File: src/rtl/prio_irq_pkg.sv
package prio_irq_pkg;
  localparam int LVL_W    = 3;
  localparam int MASK_LSB = 5;
  localparam int DATA_W   = 8;
  typedef logic [LVL_W-1:0] lvl_t;
  localparam lvl_t LVL_LOWEST = lvl_t'(7);
endpackage

File: src/rtl/prio_level_bank.sv
module prio_level_bank
  import prio_irq_pkg::*;
#(
  parameter int N_SRC = 16,
  parameter int IDX_W = $clog2(N_SRC)
) (
  input  logic                   clk,
  input  logic                   rst_n,
  input  logic                   wr_en,
  input  logic [IDX_W-1:0]       wr_idx,
  input  lvl_t                   wr_lvl,
  output logic [N_SRC*LVL_W-1:0] lvl_flat
);
  for (genvar i = 0; i < N_SRC; i++) begin : g_lvl
    lvl_t lvl_q;
    logic sel_en;
    assign sel_en = wr_en && (wr_idx == IDX_W'(i));
    always_ff @(posedge clk or negedge rst_n) begin
      if (!rst_n)      lvl_q <= LVL_LOWEST;
      else if (sel_en) lvl_q <= wr_lvl;
    end
    assign lvl_flat[i*LVL_W +: LVL_W] = lvl_q;
  end
endmodule

File: src/rtl/prio_scan_seq.sv
module prio_scan_seq
  import prio_irq_pkg::*;
#(
  parameter int N_SRC = 16,
  parameter int IDX_W = $clog2(N_SRC)
) (
  input  logic                   clk,
  input  logic                   rst_n,
  input  logic                   restart,
  input  logic [N_SRC-1:0]       req,
  input  logic [N_SRC*LVL_W-1:0] lvl_flat,
  input  lvl_t                   mask,
  output logic                   done,
  output logic                   hit,
  output logic [IDX_W-1:0]       hit_idx,
  output lvl_t                   hit_lvl
);
  localparam logic [IDX_W-1:0] LAST_IDX = IDX_W'(N_SRC-1);

  logic             busy_q, busy_d;
  logic             found_q, found_d;
  logic [IDX_W-1:0] idx_q, idx_d;
  logic [IDX_W-1:0] best_idx_q, best_idx_d;
  lvl_t             best_lvl_q, best_lvl_d;
  lvl_t             cur_lvl;
  logic             elig, last;

  always_comb begin
    cur_lvl = lvl_flat[idx_q*LVL_W +: LVL_W];
    elig    = busy_q && req[idx_q] && (cur_lvl < mask) &&
              (!found_q || (cur_lvl < best_lvl_q));
    last    = (idx_q == LAST_IDX);
    hit     = found_q || elig;
    hit_idx = elig ? idx_q   : best_idx_q;
    hit_lvl = elig ? cur_lvl : best_lvl_q;
    done    = busy_q && last && !restart;
  end

  always_comb begin
    busy_d     = busy_q;
    found_d    = found_q;
    idx_d      = idx_q;
    best_idx_d = best_idx_q;
    best_lvl_d = best_lvl_q;
    if (restart) begin
      busy_d     = 1'b1;
      found_d    = 1'b0;
      idx_d      = '0;
      best_idx_d = '0;
      best_lvl_d = LVL_LOWEST;
    end else if (busy_q) begin
      found_d    = hit;
      best_idx_d = hit_idx;
      best_lvl_d = hit_lvl;
      idx_d      = last ? '0 : idx_q + 1'b1;
      busy_d     = !last;
    end
  end

  always_ff @(posedge clk or negedge rst_n) begin
    if (!rst_n) begin
      busy_q     <= 1'b1;
      found_q    <= 1'b0;
      idx_q      <= '0;
      best_idx_q <= '0;
      best_lvl_q <= LVL_LOWEST;
    end else begin
      busy_q     <= busy_d;
      found_q    <= found_d;
      idx_q      <= idx_d;
      best_idx_q <= best_idx_d;
      best_lvl_q <= best_lvl_d;
    end
  end
endmodule

File: src/rtl/prio_mask_vec.sv
module prio_mask_vec
  import prio_irq_pkg::*;
#(
  parameter int IDX_W = 4
) (
  input  logic             clk,
  input  logic             rst_n,
  input  logic             mask_wr,
  input  lvl_t             mask_wdata,
  input  logic             vec_rd,
  input  logic             done,
  input  logic             hit,
  input  logic [IDX_W-1:0] hit_idx,
  input  lvl_t             hit_lvl,
  output lvl_t             mask_q,
  output logic             irq_q,
  output logic [IDX_W-1:0] win_idx_q,
  output lvl_t             win_lvl_q
);
  lvl_t             mask_d, win_lvl_d;
  logic             irq_d;
  logic [IDX_W-1:0] win_idx_d;

  always_comb begin
    mask_d    = mask_q;
    irq_d     = irq_q;
    win_idx_d = win_idx_q;
    win_lvl_d = win_lvl_q;
    if (done && hit) begin
      irq_d     = 1'b1;
      win_idx_d = hit_idx;
      win_lvl_d = hit_lvl;
    end
    if (vec_rd && irq_q) begin
      mask_d = win_lvl_q;
      irq_d  = 1'b0;
    end
    if (mask_wr) begin
      mask_d = mask_wdata;
      irq_d  = 1'b0;
    end
  end

  always_ff @(posedge clk or negedge rst_n) begin
    if (!rst_n) begin
      mask_q    <= LVL_LOWEST;
      irq_q     <= 1'b0;
      win_idx_q <= '0;
      win_lvl_q <= '0;
    end else begin
      mask_q    <= mask_d;
      irq_q     <= irq_d;
      win_idx_q <= win_idx_d;
      win_lvl_q <= win_lvl_d;
    end
  end
endmodule

File: src/rtl/prio_irq_ctrl.sv
module prio_irq_ctrl
  import prio_irq_pkg::*;
#(
  parameter int N_SRC  = 16,
  parameter int IDX_W  = $clog2(N_SRC),
  parameter int ADDR_W = IDX_W + 1
) (
  input  logic              clk,
  input  logic              rst_n,
  input  logic [N_SRC-1:0]  irq_src,
  input  logic              bus_sel,
  input  logic              bus_wr,
  input  logic [ADDR_W-1:0] bus_addr,
  input  logic [DATA_W-1:0] bus_wdata,
  output logic [DATA_W-1:0] bus_rdata,
  output logic              core_irq
);
  localparam logic [ADDR_W-1:0] ADDR_VEC  = ADDR_W'(0);
  localparam logic [ADDR_W-1:0] ADDR_MASK = ADDR_W'(1);

  logic [1:0] rst_sync_q;
  logic       rst_n_s;

  always_ff @(posedge clk or negedge rst_n) begin
    if (!rst_n) rst_sync_q <= 2'b00;
    else        rst_sync_q <= {rst_sync_q[0], 1'b1};
  end
  assign rst_n_s = rst_sync_q[1];

  logic                   lvl_area, lvl_wr, mask_wr, vec_rd, rd_mask;
  logic [N_SRC*LVL_W-1:0] lvl_flat;
  logic                   seq_done, seq_hit;
  logic [IDX_W-1:0]       seq_idx, win_idx;
  lvl_t                   seq_lvl, mask_q, win_lvl, sel_lvl;
  logic                   irq_q;

  assign lvl_area = bus_addr[ADDR_W-1];
  assign lvl_wr   = bus_sel && bus_wr && lvl_area;
  assign mask_wr  = bus_sel && bus_wr && (bus_addr == ADDR_MASK);
  assign vec_rd   = bus_sel && !bus_wr && (bus_addr == ADDR_VEC);
  assign rd_mask  = bus_sel && !bus_wr && (bus_addr == ADDR_MASK);

  prio_level_bank #(.N_SRC(N_SRC), .IDX_W(IDX_W)) u_levels (
    .clk(clk), .rst_n(rst_n_s), .wr_en(lvl_wr),
    .wr_idx(bus_addr[IDX_W-1:0]), .wr_lvl(bus_wdata[LVL_W-1:0]),
    .lvl_flat(lvl_flat)
  );

  prio_scan_seq #(.N_SRC(N_SRC), .IDX_W(IDX_W)) u_seq (
    .clk(clk), .rst_n(rst_n_s), .restart(mask_wr), .req(irq_src),
    .lvl_flat(lvl_flat), .mask(mask_q), .done(seq_done), .hit(seq_hit),
    .hit_idx(seq_idx), .hit_lvl(seq_lvl)
  );

  prio_mask_vec #(.IDX_W(IDX_W)) u_mask (
    .clk(clk), .rst_n(rst_n_s), .mask_wr(mask_wr),
    .mask_wdata(bus_wdata[MASK_LSB +: LVL_W]), .vec_rd(vec_rd),
    .done(seq_done), .hit(seq_hit), .hit_idx(seq_idx), .hit_lvl(seq_lvl),
    .mask_q(mask_q), .irq_q(irq_q), .win_idx_q(win_idx), .win_lvl_q(win_lvl)
  );

  assign sel_lvl = lvl_flat[bus_addr[IDX_W-1:0]*LVL_W +: LVL_W];

  always_comb begin
    bus_rdata = '0;
    if (bus_sel && !bus_wr) begin
      if (lvl_area) begin
        bus_rdata[LVL_W-1:0] = sel_lvl;
      end else if (bus_addr == ADDR_MASK) begin
        bus_rdata[MASK_LSB +: LVL_W] = mask_q;
      end else if (bus_addr == ADDR_VEC) begin
        bus_rdata[DATA_W-1] = irq_q;
        if (irq_q) bus_rdata[IDX_W-1:0] = win_idx;
      end
    end
  end

  assign core_irq = irq_q;
endmodule

File: config.mk
export PLATFORM = sky130hd
export DESIGN_NAME = prio_irq_ctrl
export DESIGN_NICKNAME = d
export VERILOG_FILES = /design/src/rtl/prio_irq_pkg.sv /design/src/rtl/prio_level_bank.sv /design/src/rtl/prio_scan_seq.sv /design/src/rtl/prio_mask_vec.sv /design/src/rtl/prio_irq_ctrl.sv
export SDC_FILE = /design/constraint.sdc
export NUM_CORES = 1
export LEC_CHECK = 0
export ABC_AREA = 1
export BUFFER_PORTS_ARGS = -buffer_cell sky130_fd_sc_hd__buf_2
export CORE_MARGIN = 5
export CORE_UTILIZATION = 45
export CTS_CLUSTER_SIZE = 20
export DETAILED_ROUTE_END_ITERATION = 8
export PLACE_DENSITY = 0.73
export REMOVE_ABC_BUFFERS = 1
export SLEW_MARGIN = 30
export SYNTH_ARGS = -nofsm -noshare
export SYNTH_HDL_FRONTEND = slang
export SYNTH_HIERARCHICAL = 1
export SYNTH_SLANG_ARGS = --single-unit
File: constraint.sdc
create_clock -name clk -period 4.15 [get_ports clk]
set_clock_uncertainty 0.15 [all_clocks]
set_input_delay 0.6225 -clock clk [delete_from_list [all_inputs] [get_ports clk]]
set_output_delay 0.6225 -clock clk [all_outputs]
set_load 0.005 [all_outputs]
* Word-level counts from Yosys, hierarchy flattened
Index checks and enable logic that the tools add are counted.
Storage, ports and cells: flip-flop bits (word level) 74, latch bits 0, bits in writable memories 0, ROM bits 0, bits of input ports 33, output and inout port bits 9, logic and storage cells 121, memories 0
Cells by class: add/subtract/negate cells 1, multipliers 2, divide/modulo/power cells 0, $lt $le $gt $ge 3, equal/unequal tests 17, shift-type cells 2, multiplexer cells 31, bitwise logic cells 0, reductions and logical operators 39
Operators by type and width (number):
- variable part select 48 x 7 -> 3 bit | 2
- two-way mux 4 bit | 10
- == test 4 bit (second input constant) | 9
- logical AND 1 bit | 28
- two-way mux 3 bit | 8
- == test 4 x 3 -> 1 bit (second input constant) | 4
- multiplier 4 x 2 -> 6 bit (second input constant) | 2
- two-way mux 1 bit | 11
- == test 4 x 2 -> 1 bit (second input constant) | 2
- less-than comparator 3 bit | 2
- == test 5 x 1 -> 1 bit (second input constant) | 1
- zero test 5 bit | 1
- less-than comparator 4 x 5 -> 1 bit (second input constant) | 1
- adder 4 x 1 -> 4 bit (second input constant) | 1
- binary-select mux 1 bit (select 4 bit) | 1
- == test 4 x 1 -> 1 bit (second input constant) | 1
- zero test 1 bit | 4
- zero test 4 bit | 1
- nonzero test 2 bit | 2
- nonzero test 3 bit | 1
- logical OR 1 bit | 2
- two-way mux 2 bit | 1

* Logic depth before layout (Yosys ltp)
depth in word-level cells 10, gate-level depth with buffers 21, mapped depth without buffers 19

* Cells and area by module
Netlist, hierarchy kept.
Modules (own cells, without submodules):
- prio_level_bank | instances 1, cells an instance 260, area an instance 2167.1 um2
- prio_scan_seq | instances 1, cells an instance 237, area an instance 1425.1 um2
- prio_irq_ctrl | instances 1, cells an instance 161, area an instance 739.5 um2
- prio_mask_vec | instances 1, cells an instance 58, area an instance 486.7 um2

* Worst setup path after synthesis
Ideal clock, no wire load.
path kind flip-flop to flip-flop, from register u_seq.idx_q[0], to register u_mask.win_idx_q[0], setup time 116 ps, arrival 2584 ps, path slack 1299 ps, cell stages (with the launch flop) 18, path buffers 4, cell sequence dfrtp_1 > buf_4 > buf_6 > buf_2 > o21ai_0 > o22ai_1 > o21ai_0 > nand2_1 > ha_1 > a211oi_1 > nand2_1 > a21oi_4 > nor2_1 > inv_1 > buf_4 > nand2_4 > nand2_1 > nand2_1
Between the ends: cells in the longest elaborated chain, start to end 7, elaborated cells on any way between the ends 16, those cells by class mul (1); order compare (2); eq/ne (1); shift (1); mux (3); reduce/logical (8)
RTL lines:
- from (decl) | line prio_scan_seq.sv:22 | logic [IDX_W-1:0] idx_q, idx_d;
- from (signal assigned) | line prio_scan_seq.sv:70 | idx_q <= idx_d;
- multiplier 4 x 2 -> 6 bit / binary-select mux 1 bit (select 4 bit) (equally long branches) | line prio_scan_seq.sv:29, prio_scan_seq.sv:30
- variable part select 48 x 7 -> 3 bit / two-way mux 1 bit (equally long branches) | line prio_scan_seq.sv:29, prio_scan_seq.sv:30
- less-than comparator 3 bit (tied with other cells) | line prio_scan_seq.sv:30 | elig = busy_q && req[idx_q] && (cur_lvl < mask) &&
- logical AND 1 bit / logical OR 1 bit (equally long branches) | line prio_scan_seq.sv:30, prio_scan_seq.sv:31
- logical AND 1 bit * | line prio_scan_seq.sv:30
- logical OR 1 bit * | line prio_scan_seq.sv:33 | hit = found_q || elig;
- named net seq_hit | line prio_irq_ctrl.sv:32 | logic seq_done, seq_hit;
- logical AND 1 bit * | line prio_mask_vec.sv:29 | if (done && hit) begin
- to (signal assigned) | line prio_mask_vec.sv:53 | win_idx_q <= win_idx_d;
- to (decl) | line prio_mask_vec.sv:17 | output logic [IDX_W-1:0] win_idx_q,
Mark *: on every way through the listed nets, which the timed path passes. The rest lies on a longest branch. The select of a mux whose other input is x is not followed. A chain may end at the register's enable or synchronous reset.

* Worst setup path in the final report
from register u_seq.idx_q[1], to register u_mask.win_lvl_q[0]
Between the ends: cells in the longest elaborated chain, start to end 7, elaborated cells on any way between the ends 16, those cells by class mul (1); order compare (2); eq/ne (1); shift (1); mux (3); reduce/logical (8)
RTL lines:
- multiplier 4 x 2 -> 6 bit / binary-select mux 1 bit (select 4 bit) (equally long branches) | line prio_scan_seq.sv:29, prio_scan_seq.sv:30
- variable part select 48 x 7 -> 3 bit / two-way mux 1 bit (equally long branches) | line prio_scan_seq.sv:29, prio_scan_seq.sv:30
- less-than comparator 3 bit (tied with other cells) | line prio_scan_seq.sv:30
- logical AND 1 bit / logical OR 1 bit (equally long branches) | line prio_scan_seq.sv:30, prio_scan_seq.sv:31
- logical AND 1 bit * | line prio_scan_seq.sv:30
- logical OR 1 bit * | line prio_scan_seq.sv:33
- named net seq_hit | line prio_irq_ctrl.sv:32
- logical AND 1 bit * | line prio_mask_vec.sv:29
- to (signal assigned) | line prio_mask_vec.sv:54 | win_lvl_q <= win_lvl_d;
- to (decl) | line prio_mask_vec.sv:18 | output lvl_t win_lvl_q
Marked as above.

==> impl_results.md <==
- Adder-cell share of the synthesized area: 1.30%
- Hold endpoint: rst_sync_q[1]$_DFF_PN0_
- Vias: 4739
- Most common cell in the netlist: nand2_1
- Power per cell area: 547 nW/um^2
- Outcome: complete, no violations
- FF-to-FF End: u_mask/win_lvl_q[0]$_DFFE_PN0P_
- Main synth FF type: dfstp_2
- GRT overflow: 0
- Setup Buffers After CTS: 0
- FFs w/ async S/R, synth: 100%
- CTS sink cnt: 74
- Share of layout cells above drive strength 1: 19.0%
- Clock power frac: 20.3%
- Sum of negative setup slack: 0 ns
- Yosys cell types: 34
- Synth top area cells: dfstp_2 30%, nand2_1 22%, dfrtp_1 9.9%
- Fmax: 279 MHz
- Slew margin rel.: 39.0%
- Dpl hpwl: 9520 um
- Largest net degree at the start of global routing: 48
- WHS Path Cells: 0
- Crit start category: register
- H-tree depth: 3
- Hold buffers post-CTS: 1
- RSZ-0062 raised after global routing: false
- Global-route wire length before repair: roughly 21000 um
- Kind of cell adding the most delay to the critical path: compound AO/OA/AOI/OAI gates
- Die ar.: 12900 sq um
- Post-Synth Simple-Gate Area: 41.0%
- Sw Ratio: a little over two fifths
- Synth top area share: 30.0%
- Worst-Margin Slew: 0.911 ns
- WP data arrival: 3.69 ns
- Critical path depth: 14
- Routability cong.: 0.888
- Internal cell power: 0.00165 W
- Die Span Y: 113 um
- CP required: approximately 4.3 ns
- Peak VDD IR: 0.277 mV
- Initial DRT Pass Iterations: 5
- Number of global-route vias before repair: 4224
- Register-to-Register Setup Slack: around 0.57 ns
- WS Path Type: reg -> reg
- Reg-to-reg critical path startpoint: u_seq/idx_q[1]$_DFFE_PN0P_
- Yosys top cell by area: dfstp_2
- Slowest CP cell: dfrtp_1
- Sequential power share: 38.7%
- Cell area after technology mapping: 4820 sq um
- Cell count after synthesis: 716
- Buffers and inverters on the worst path: 3
- Sequential fraction of the synthesis area: 39.9%
- Initial DRC count: 557
- Final setup violation count: 0
- Synth Area in XOR/XNOR: less than 1%
- Final hold vios: 0
- Net Switching: 0.00123 W
- Yosys reg bits: 74
- Placed cell areas: a little over 5000 sq um
- Clock slew at reported path FFs: 0.08 ns
- CP Capture Type: register
- Slowest cell delay on critical path: 0.58 ns
- DRC Markers: 0
- Mux share of post-synthesis cell area: 0%
- Slew Limit Fails: 0
- Design Area, Final: 5280 sq um
- Compound-gate portion of the synthesized area: 7.63%
- Max FO, Critical Path: 14
- Post-CTS Resized: 0
- Final Cycle Share: 86.3%
- CTS root buffer: clkbuf_8
- Initial antenna violation count: 0
- TritonCTS Buffers: 9
- Die W: approximately 110 um
- ANT nets after route: 0
- Worst hold path startpoint: rst_sync_q[0]$_DFF_PN0_
- Nets@finish: 780
- Clk buf depth: 2
- Area Growth Syn to Fin: 9.48%
- Row count: 37
- Combinational power share: between 40% and 50%
- Crit path time final: 3.58 ns
- Final WL: 13300 um
- Leak: 2.65 nW
- Critical Path, Cell by Cell: inv_1 -> o21ai_0 -> o221ai_1 -> o21ai_0 -> o21ai_0 -> ha_1 -> nand2_1 -> inv_1 -> a21oi_4 -> nor2_1 -> inv_1 -> nand2_4 -> nand2_1 -> nand2_1
- Clock latency on the worst-skew pair: 0.36 ns
- Reg2Reg Depth: 14
- Worst hold path type: reg -> reg
- I/O pins: between 40 and 50
- Avg Cell Area, Syn: 6.73 sq um
- Synth top cells by count: 287 x nand2_1, 74 x nand3_1, 71 x inv_1
- Global router's overall resource usage: 20.7%
- Initial Util: 46.5%
- Ant diodes: 0
- Core box area: 10400 sq um
- Port bufs: 38
- CTS tree: yes
- MaxCap Viol Count: 0
- Combinational family with the most area after synthesis: simple AND/OR/NAND/NOR gates
- Vias per cell: roughly 5.4
- Routed WL per cell: 15.1 um
- Ys Warns: 6
- Post-synth EDFFs: 0
## cells in the final DEF, fill, tap and decap left out, types with 3 or more instances in the layout
master | synthesis | layout
inv_1 | 71 | 71
nand4_1 | 22 | 22
o22ai_1 | 5 | 5
clkbuf_8 | 0 | 9
nand2_2 | 5 | 5
nand2_1 | 287 | 287
o21bai_1 | 12 | 12
nor2_1 | 61 | 61
dfstp_2 | 55 | 55
buf_4 | 6 | 5
a21oi_1 | 9 | 9
ha_1 | 5 | 5
inv_2 | 9 | 9
nand3_1 | 74 | 74
o21ai_1 | 6 | 6
nand2_4 | 3 | 3
o21ai_0 | 20 | 20
dfrtp_1 | 19 | 18
nor2_2 | 6 | 6
buf_2 | 11 | 38
## state kept, by name, indices dropped and copies added (netlist names)
name / flops
rst_sync_q: 2
u_levels/g_lvl.lvl_q: 48
u_mask/irq_q: 1
u_mask/mask_q: 3
u_mask/win_idx_q: 4
u_mask/win_lvl_q: 3
u_seq/best_idx_q: 4
u_seq/best_lvl_q: 3
u_seq/busy_q: 1
u_seq/found_q: 1
u_seq/idx_q: 4
## metal layers
layer	track usage (%)	routed length (um)	vias up
li1	-	-	2313
met3	4.24	1000	27
met1	27.5	5800	2203
met4	6.65	302	0
met5	0	0	-
met2	33.9	6220	196
## power groups by stage
stage	Clock, W	Sequential, W	Combinational [W]
2_1_floorplan	0	0.00109	0.000841
3_3_place_gp	0	0.00111	0.00114
3_5_place_dp	0	0.00112	0.00117
4_1_cts	0.000601	0.00111	0.00117
5_1_grt	0.000634	0.00114	0.00133
6_report	0.000585	0.00112	0.00118
## area by class of cell
type / instances / area [sq um]
multi-input cells: 532 / 2430
repair buffers: 44 / 238
clock inverters: 4 / 51.3
fillers: 1044 / 5090
well taps: 136 / 170
inverters: 81 / 307
clock buffers: 12 / 156
flip-flops and latches: 74 / 1920
## worst max-delay path by stage
stage                               start                         endpoint  slack, ns
2_1_floorplan  u_seq/idx_q[0]$_DFFE_PN0P_  u_mask/win_idx_q[0]$_DFFE_PN0P_       0.80
3_3_place_gp   u_seq/idx_q[1]$_DFFE_PN0P_  u_mask/win_lvl_q[0]$_DFFE_PN0P_       0.74
3_5_place_dp   u_seq/idx_q[1]$_DFFE_PN0P_  u_mask/win_lvl_q[0]$_DFFE_PN0P_       0.66
4_1_cts        u_seq/idx_q[1]$_DFFE_PN0P_  u_mask/win_lvl_q[0]$_DFFE_PN0P_       0.64
5_1_grt        u_seq/idx_q[1]$_DFFE_PN0P_  u_mask/win_lvl_q[0]$_DFFE_PN0P_       0.30
6_report       u_seq/idx_q[1]$_DFFE_PN0P_  u_mask/win_lvl_q[0]$_DFFE_PN0P_       0.57
## stage by stage
step	hold slack [ns]	cells	utilization, %	setup WS [ns]	total power, W
floorplan	0.177	687	-	0.796	0.00193
global placement	0.187	866	48.7	0.736	0.00225
detailed placement	0.190	866	48.8	0.657	0.00229
CTS	0.213	883	50.9	0.644	0.00289
global route	0.225	883	50.9	0.297	0.00311
finish	0.209	883	50.9	0.570	0.00288
## kinds of logic after synthesis
kind of cell	Yosys count
simple gates	464
buf+inv	110
flops	74
compound gates	60
fa+ha+maj	5
other cells	2
xor+xnor	1
(Power assumes the default switching activity.)
